### config.mk
export PLATFORM = sky130hd
export DESIGN_NAME = dncmd_mailbox
export DESIGN_NICKNAME = d
export VERILOG_FILES = /design/src/rtl/dncmd_pkg.sv /design/src/rtl/mbx_regs.sv /design/src/rtl/mbx_seq.sv /design/src/rtl/mbx_status.sv /design/src/rtl/dncmd_mailbox.sv
export SDC_FILE = /design/constraint.sdc
export NUM_CORES = 1
export LEC_CHECK = 0
export ABC_AREA = 1
export BUFFER_PORTS_ARGS = -buffer_cell sky130_fd_sc_hd__buf_2
export CAP_MARGIN = 5
export CORE_ASPECT_RATIO = 1.75
export CORE_MARGIN = 1.5
export CORE_UTILIZATION = 40
export CTS_CLUSTER_DIAMETER = 30
export CTS_CLUSTER_SIZE = 12
export DETAILED_ROUTE_END_ITERATION = 12
export PLACE_DENSITY_LB_ADDON = 0.3
export REMOVE_ABC_BUFFERS = 1
export SYNTH_ARGS = -nofsm -noshare
export SYNTH_HDL_FRONTEND = slang
export SYNTH_SLANG_ARGS = --single-unit
### constraint.sdc
create_clock -name clk -period 1.35 [get_ports clk]
set_input_delay 0.135 -clock clk [delete_from_list [all_inputs] [get_ports clk]]
set_output_delay 0.135 -clock clk [all_outputs]
set_load 0.005 [all_outputs]
### src/rtl/dncmd_pkg.sv
`timescale 1ns/1ps
package dncmd_pkg;

  localparam int unsigned OFF_HDR0 = 32'h00;
  localparam int unsigned OFF_HDR1 = 32'h04;
  localparam int unsigned OFF_HDR2 = 32'h08;
  localparam int unsigned OFF_DATA = 32'h0C;
  localparam int unsigned OFF_STAT = 32'h70;

  localparam int unsigned BUSY_BIT = 3;
  localparam int unsigned ERR_BITS = 6;
  localparam int unsigned FLAG_CNT = ERR_BITS + 1;
  localparam int unsigned DONE_POS = 28;

  typedef enum logic [2:0] {
    CK_CFG_WR  = 3'd0,
    CK_CFG_RD  = 3'd1,
    CK_LINKRST = 3'd2,
    CK_PERIPH  = 3'd4,
    CK_VWIRE   = 3'd5,
    CK_OOB     = 3'd6,
    CK_FLASH   = 3'd7
  } cmd_kind_e;

  typedef enum logic [1:0] {
    SQ_IDLE  = 2'd0,
    SQ_OFFER = 2'd1,
    SQ_WAIT  = 2'd2
  } seq_state_e;

  typedef struct packed {
    logic [2:0]  kind;
    logic [1:0]  target;
    logic [23:0] hb012;
    logic [31:0] hdr1;
    logic [7:0]  hb7;
    logic [31:0] data;
  } mbx_fields_t;

  // status bit position of flag i (error flags first, completion last)
  function automatic int unsigned flag_pos(int unsigned i);
    case (i)
      0: return 0;
      1: return 1;
      2: return 2;
      3: return 4;
      4: return 5;
      5: return 6;
      default: return DONE_POS;
    endcase
  endfunction

endpackage

### src/rtl/mbx_regs.sv
`timescale 1ns/1ps
module mbx_regs
  import dncmd_pkg::*;
(
  input  logic        clk,
  input  logic        rst_n,
  input  logic        busy,
  input  logic        we_h0,
  input  logic        we_h1,
  input  logic        we_h2,
  input  logic        we_dat,
  input  logic [31:0] wdata,
  input  logic        load_h1,
  input  logic [31:0] load_val,
  output mbx_fields_t fields
);

  mbx_fields_t f_q;
  logic unused_wbits;
  assign unused_wbits = ^{wdata[7:6], wdata[BUSY_BIT]};

  always_ff @(posedge clk) begin
    if (!rst_n) begin
      f_q <= '0;
    end else begin
      if (we_h0) begin
        f_q.kind   <= wdata[2:0];
        f_q.target <= wdata[5:4];
        f_q.hb012  <= wdata[31:8];
      end
      if (load_h1)    f_q.hdr1 <= load_val;
      else if (we_h1) f_q.hdr1 <= wdata;
      if (we_h2)  f_q.hb7  <= wdata[7:0];
      if (we_dat) f_q.data <= wdata;
    end
  end

  assign fields = f_q;


  hold_while_busy_chk: assert property (@(posedge clk) disable iff (!rst_n)
    busy |=> ($stable(f_q.hb7) && $stable(f_q.data) && $stable(f_q.kind)));

endmodule

### src/rtl/mbx_seq.sv
`timescale 1ns/1ps
module mbx_seq
  import dncmd_pkg::*;
(
  input  logic clk,
  input  logic rst_n,
  input  logic launch,
  input  logic link_req_ready,
  input  logic link_done,
  output logic busy,
  output logic link_req_valid,
  output logic done_evt
);

  seq_state_e st_q;

  always_ff @(posedge clk) begin
    if (!rst_n) begin
      st_q <= SQ_IDLE;
    end else begin
      case (st_q)
        SQ_IDLE:  if (launch)         st_q <= SQ_OFFER;
        SQ_OFFER: if (link_req_ready) st_q <= SQ_WAIT;
        SQ_WAIT:  if (link_done)      st_q <= SQ_IDLE;
        default:                      st_q <= SQ_IDLE;
      endcase
    end
  end

  assign busy           = (st_q != SQ_IDLE);
  assign link_req_valid = (st_q == SQ_OFFER);
  assign done_evt       = (st_q == SQ_WAIT) && link_done;


  offer_hold_chk: assert property (@(posedge clk) disable iff (!rst_n)
    (link_req_valid && !link_req_ready) |=> link_req_valid);


  busy_fall_chk: assert property (@(posedge clk) disable iff (!rst_n)
    $fell(busy) |-> $past(link_done));

endmodule

### src/rtl/mbx_status.sv
`timescale 1ns/1ps
module mbx_status
  import dncmd_pkg::*;
(
  input  logic                clk,
  input  logic                rst_n,
  input  logic                clr_we,
  input  logic [31:0]         clr_mask,
  input  logic                set_evt,
  input  logic [ERR_BITS-1:0] err_in,
  output logic [31:0]         status,
  output logic                irq
);

  logic [FLAG_CNT-1:0] flags_q;

  for (genvar i = 0; i < FLAG_CNT; i++) begin : g_flag
    localparam int unsigned POS = flag_pos(i);
    logic src;
    if (i == ERR_BITS) begin : g_done
      assign src = 1'b1;
    end else begin : g_err
      assign src = err_in[i];
    end
    always_ff @(posedge clk) begin
      if (!rst_n)                      flags_q[i] <= 1'b0;
      else if (set_evt && src)         flags_q[i] <= 1'b1;
      else if (clr_we && clr_mask[POS]) flags_q[i] <= 1'b0;
    end
  end

  always_comb begin
    status = '0;
    for (int unsigned i = 0; i < FLAG_CNT; i++) status[flag_pos(i)] = flags_q[i];
  end

  assign irq = |flags_q;


  done_sets_chk: assert property (@(posedge clk) disable iff (!rst_n)
    set_evt |=> status[DONE_POS]);


  clear_chk: assert property (@(posedge clk) disable iff (!rst_n)
    (clr_we && clr_mask[DONE_POS] && !set_evt) |=> !status[DONE_POS]);


  irq_rise_chk: assert property (@(posedge clk) disable iff (!rst_n)
    $rose(irq) |-> $past(set_evt));

endmodule

### src/rtl/dncmd_mailbox.sv
`timescale 1ns/1ps
module dncmd_mailbox
  import dncmd_pkg::*;
#(
  parameter int unsigned ADDR_W = 8
) (
  input  logic                clk,
  input  logic                rst_n,
  input  logic                host_we,
  input  logic [ADDR_W-1:0]   host_addr,
  input  logic [31:0]         host_wdata,
  output logic [31:0]         host_rdata,
  output logic                link_req_valid,
  input  logic                link_req_ready,
  output logic [2:0]          link_kind,
  output logic [1:0]          link_target,
  output logic [63:0]         link_hdata,
  output logic [31:0]         link_wdata,
  input  logic                link_done,
  input  logic [ERR_BITS-1:0] link_err,
  input  logic [31:0]         link_rsp_data,
  output logic                irq
);

  localparam logic [ADDR_W-1:0] A_H0 = ADDR_W'(OFF_HDR0);
  localparam logic [ADDR_W-1:0] A_H1 = ADDR_W'(OFF_HDR1);
  localparam logic [ADDR_W-1:0] A_H2 = ADDR_W'(OFF_HDR2);
  localparam logic [ADDR_W-1:0] A_DT = ADDR_W'(OFF_DATA);
  localparam logic [ADDR_W-1:0] A_ST = ADDR_W'(OFF_STAT);

  logic        busy, done_evt, launch, open_wr;
  mbx_fields_t fields;
  logic [31:0] status;

  assign open_wr = host_we && !busy;
  assign launch  = open_wr && (host_addr == A_H0) && host_wdata[BUSY_BIT];

  mbx_regs u_regs (
    .clk      (clk),
    .rst_n    (rst_n),
    .busy     (busy),
    .we_h0    (open_wr && (host_addr == A_H0)),
    .we_h1    (open_wr && (host_addr == A_H1)),
    .we_h2    (open_wr && (host_addr == A_H2)),
    .we_dat   (open_wr && (host_addr == A_DT)),
    .wdata    (host_wdata),
    .load_h1  (done_evt && (fields.kind == CK_CFG_RD)),
    .load_val (link_rsp_data),
    .fields   (fields)
  );

  mbx_seq u_seq (
    .clk            (clk),
    .rst_n          (rst_n),
    .launch         (launch),
    .link_req_ready (link_req_ready),
    .link_done      (link_done),
    .busy           (busy),
    .link_req_valid (link_req_valid),
    .done_evt       (done_evt)
  );

  mbx_status u_stat (
    .clk      (clk),
    .rst_n    (rst_n),
    .clr_we   (host_we && (host_addr == A_ST)),
    .clr_mask (host_wdata),
    .set_evt  (done_evt),
    .err_in   (link_err),
    .status   (status),
    .irq      (irq)
  );

  always_comb begin
    case (host_addr)
      A_H0:    host_rdata = {fields.hb012, 2'b00, fields.target, busy, fields.kind};
      A_H1:    host_rdata = fields.hdr1;
      A_H2:    host_rdata = {24'h0, fields.hb7};
      A_DT:    host_rdata = fields.data;
      A_ST:    host_rdata = status;
      default: host_rdata = '0;
    endcase
  end

  assign link_kind   = fields.kind;
  assign link_target = fields.target;
  assign link_hdata  = {fields.hb7, fields.hdr1, fields.hb012};
  assign link_wdata  = fields.data;


  launch_chk: assert property (@(posedge clk) disable iff (!rst_n)
    launch |=> (link_req_valid && (link_kind == $past(host_wdata[2:0]))));


  stray_done_chk: assert property (@(posedge clk) disable iff (!rst_n)
    (link_done && !busy) |=> $stable(status));

endmodule

==> results.md <==
* Outcome: finished, violations left
* Violated checks: setup timing
* First-pass GRT wire length at 33200 um
* Leak at 0.00420 uW
* Initial antenna violation count at 0
* Worst EP required at 1220 ps
* Commonest non-fill, non-tap cell in the layout: nand2_1
* Final setup viols at 101
* Gpl congestion at 0.848
* Crit Path Category: input pin to output pin
* Drt wl/cell at 17.2 um
* Initial Util at 40.8%
* CTS hold repair buffers at 0
* Commonest non-fill, non-tap cells in the layout: 216 x nand2_1, 210 x buf_2, 172 x nor2_1
* Design Power at 6280 uW
* Max FO, Critical Path at 7
* Area of the multi-input gates at 0.00305 mm2
* Ant diodes at 0
* Total DRC errors in the routed layout at 0
* # nets final at 1191
* Pre-CTS setup slack at -357 ps
* Yosys warnings at 0
* Worst Hold Launch: link_err[2]
* Ys async rst share at 0%
* Number of fill cells at 1272
* Top-Level Pins at 218
* Ys flop type: dfxtp_1
* Post-Syn Instances at 851
* IR drop worst, VDD at 0.000559 V
* Slew headroom at 79.8%
* Core area at 0.0134 mm2
* RR Startpoint: u_seq.st_q[1]
* H-tree levels at 3
* Worst Clk Skew at 8.51 ps
* Synth cell types at 25
* Final worst slack at -107 ps
* Clk_lat worst skew at 350 ps
* Layout cells sized above 1 at 35.4%
* Number of I/O port buffers at 217
* Worst Hold Class: input pin to flop
* Routed Antenna Nets at 0
* CTS Buf Count at 9
* CTS root buf: clkbuf_16
* Min cycle time layout at 1460 ps
* Syn Std Cell Area at 0.00546 mm2
* Fin crit share at 108%
* Max Clock Freq at 686 MHz
* Critical path startpoint category: input pin
* GRT Total Usage at 29.9%
* Die Wd at 91.4 um
* Clock Tree Buf Depth at 2
* Total iterations of the first detailed-routing run at 6
* CTS tree: built
* Final Hold Viols at 0
* 1st-iter DRT viols at 393
* Crit end category: output pin
* Largest net degree at the start of global routing at 63
* Overflow after GRT at 0
* P&R area growth vs syn at 51.4%
* Number of synthesized flops with an enable pin at 0
* Vias at 6738
* Slew Viols, Final at 0
* Crit path DAT at 1320 ps
* Seq cells post-synth at 110
* Register area at 0.00221 mm2
* Row count at 56
* Vias/cell at 5.24
* PwrDens at 759 mW/mm2
* RSZ-0062 raised after global routing: yes
* CTS Sinks at 110
* Max Cap Viol at 0
* Worst Setup SP: host_addr[4]
* Sequential share of the synthesized area at 40.3%
* Mean Syn Cell Area at 6.42 um2
* Die area at 0.0144 mm2
* Worst-Margin Slew at 302 ps
* CTS clk-pin slew, worst paths at 80 ps
* Routed WL at 22200 um
* DP HPWL at 13900 um
* Vias in the first global route at 6263
* Die Y at 158 um
==> final timing paths <==
kind              slack, ps  cells past startpoint           endpoint
setup / recovery       -110                     10     host_rdata[24]
hold / removal           30                      3   u_stat.status[2]
setup reg to reg        -50                      9  u_regs.fields[29]
hold reg to reg         500                      2  u_stat.status[28]
==> timing repair <==
item	in CTS	in global routing
gates cloned	11	3
setup buffers	20	3
setup endpoints to repair	134	134
pin swaps	27	35
gates resized for setup	87	62
==> flip-flops by register name, summed over array words and instances (netlist names) <==
register       count
u_regs.fields    101
u_seq.st_q         2
u_stat.status      7
==> synth_stat cells (3+ instances only) <==
master | number | area share, %
o21ai_0 | 41 | 3.8
nand2_2 | 3 | 0.34
nor2_1 | 178 | 12
a21oi_1 | 8 | 0.73
nand4_1 | 10 | 1.1
clkbuf_1 | 18 | 1.2
nor3_1 | 42 | 3.8
inv_2 | 9 | 0.62
nand3_1 | 40 | 3.7
dfxtp_1 | 110 | 40
inv_1 | 47 | 3.2
o211ai_1 | 24 | 3.3
nor2_4 | 4 | 0.82
o21ai_1 | 32 | 2.9
buf_2 | 26 | 2.4
nand2_1 | 239 | 16
buf_4 | 5 | 0.69
buf_6 | 4 | 0.82
nor2_2 | 5 | 0.57
==> area by class of cell <==
class / instances / area share (%)
Timing Repair Buffer: 298 / 27.3
Sequential cell: 110 / 26.7
Multi-Input combinational cell: 632 / 36.8
Inverter: 57 / 3.24
Clock inverter: 5 / 0.408
Tap cell: 174 / 2.63
Clock buffer: 11 / 2.93
==> through the flow <==
stage	cell area (um2)	TNS [ps]	instances	util, %	hold slack (ps)
after floorplan	5180	-35320	798	-	261
after global placement	7040	-22980	1238	52.6	395
after detailed placement	7040	-24780	1238	52.6	400
after CTS	8070	-3370	1284	60.3	34.5
after global routing	8270	-11450	1287	61.8	37.6
final	8270	-3230	1287	61.8	33.2
==> cells by family (layout without fill, tap and decap cells) <==
logic type / after synthesis / after routing / share of synthesized area, %
AND/OR/NAND/NOR: 524 / 524 / 39.5
AO/OA/AOI/OAI: 107 / 108 / 11.1
buffers and inverters: 110 / 371 / 9.09
flip-flops: 110 / 110 / 40.3
==> worst max-delay path: stages <==
cell	delay (ps)
buf_6	100
nor2_4	100
nand2_2	80
buf_6	140
nor2_4	170
buf_12	150
clkbuf_16	180
nand2_2	50
o211ai_1	70
buf_2	140
==> metal layers <==
layer	up-vias	global-route usage, %	routed length [um]
met3	64	4.37	1350
met1	3106	33.5	8130
met4	0	13.5	870
met5	-	0	0
li1	3231	-	-
met2	337	55.4	11800
==> power by group <==
| group | total [uW] | leakage [uW] | switching, uW | internal (uW) |
|---|---|---|---|---|
| Sequential | 3250 | 0.000888 | 5.90 | 3250 |
| Combinational | 492 | 0.00318 | 281 | 211 |
| Clock | 2540 | 0.000132 | 1230 | 1310 |
| Total | 6280 | 0.00420 | 1520 | 4760 |
No activity file was read; power rests on OpenSTA's default activity.
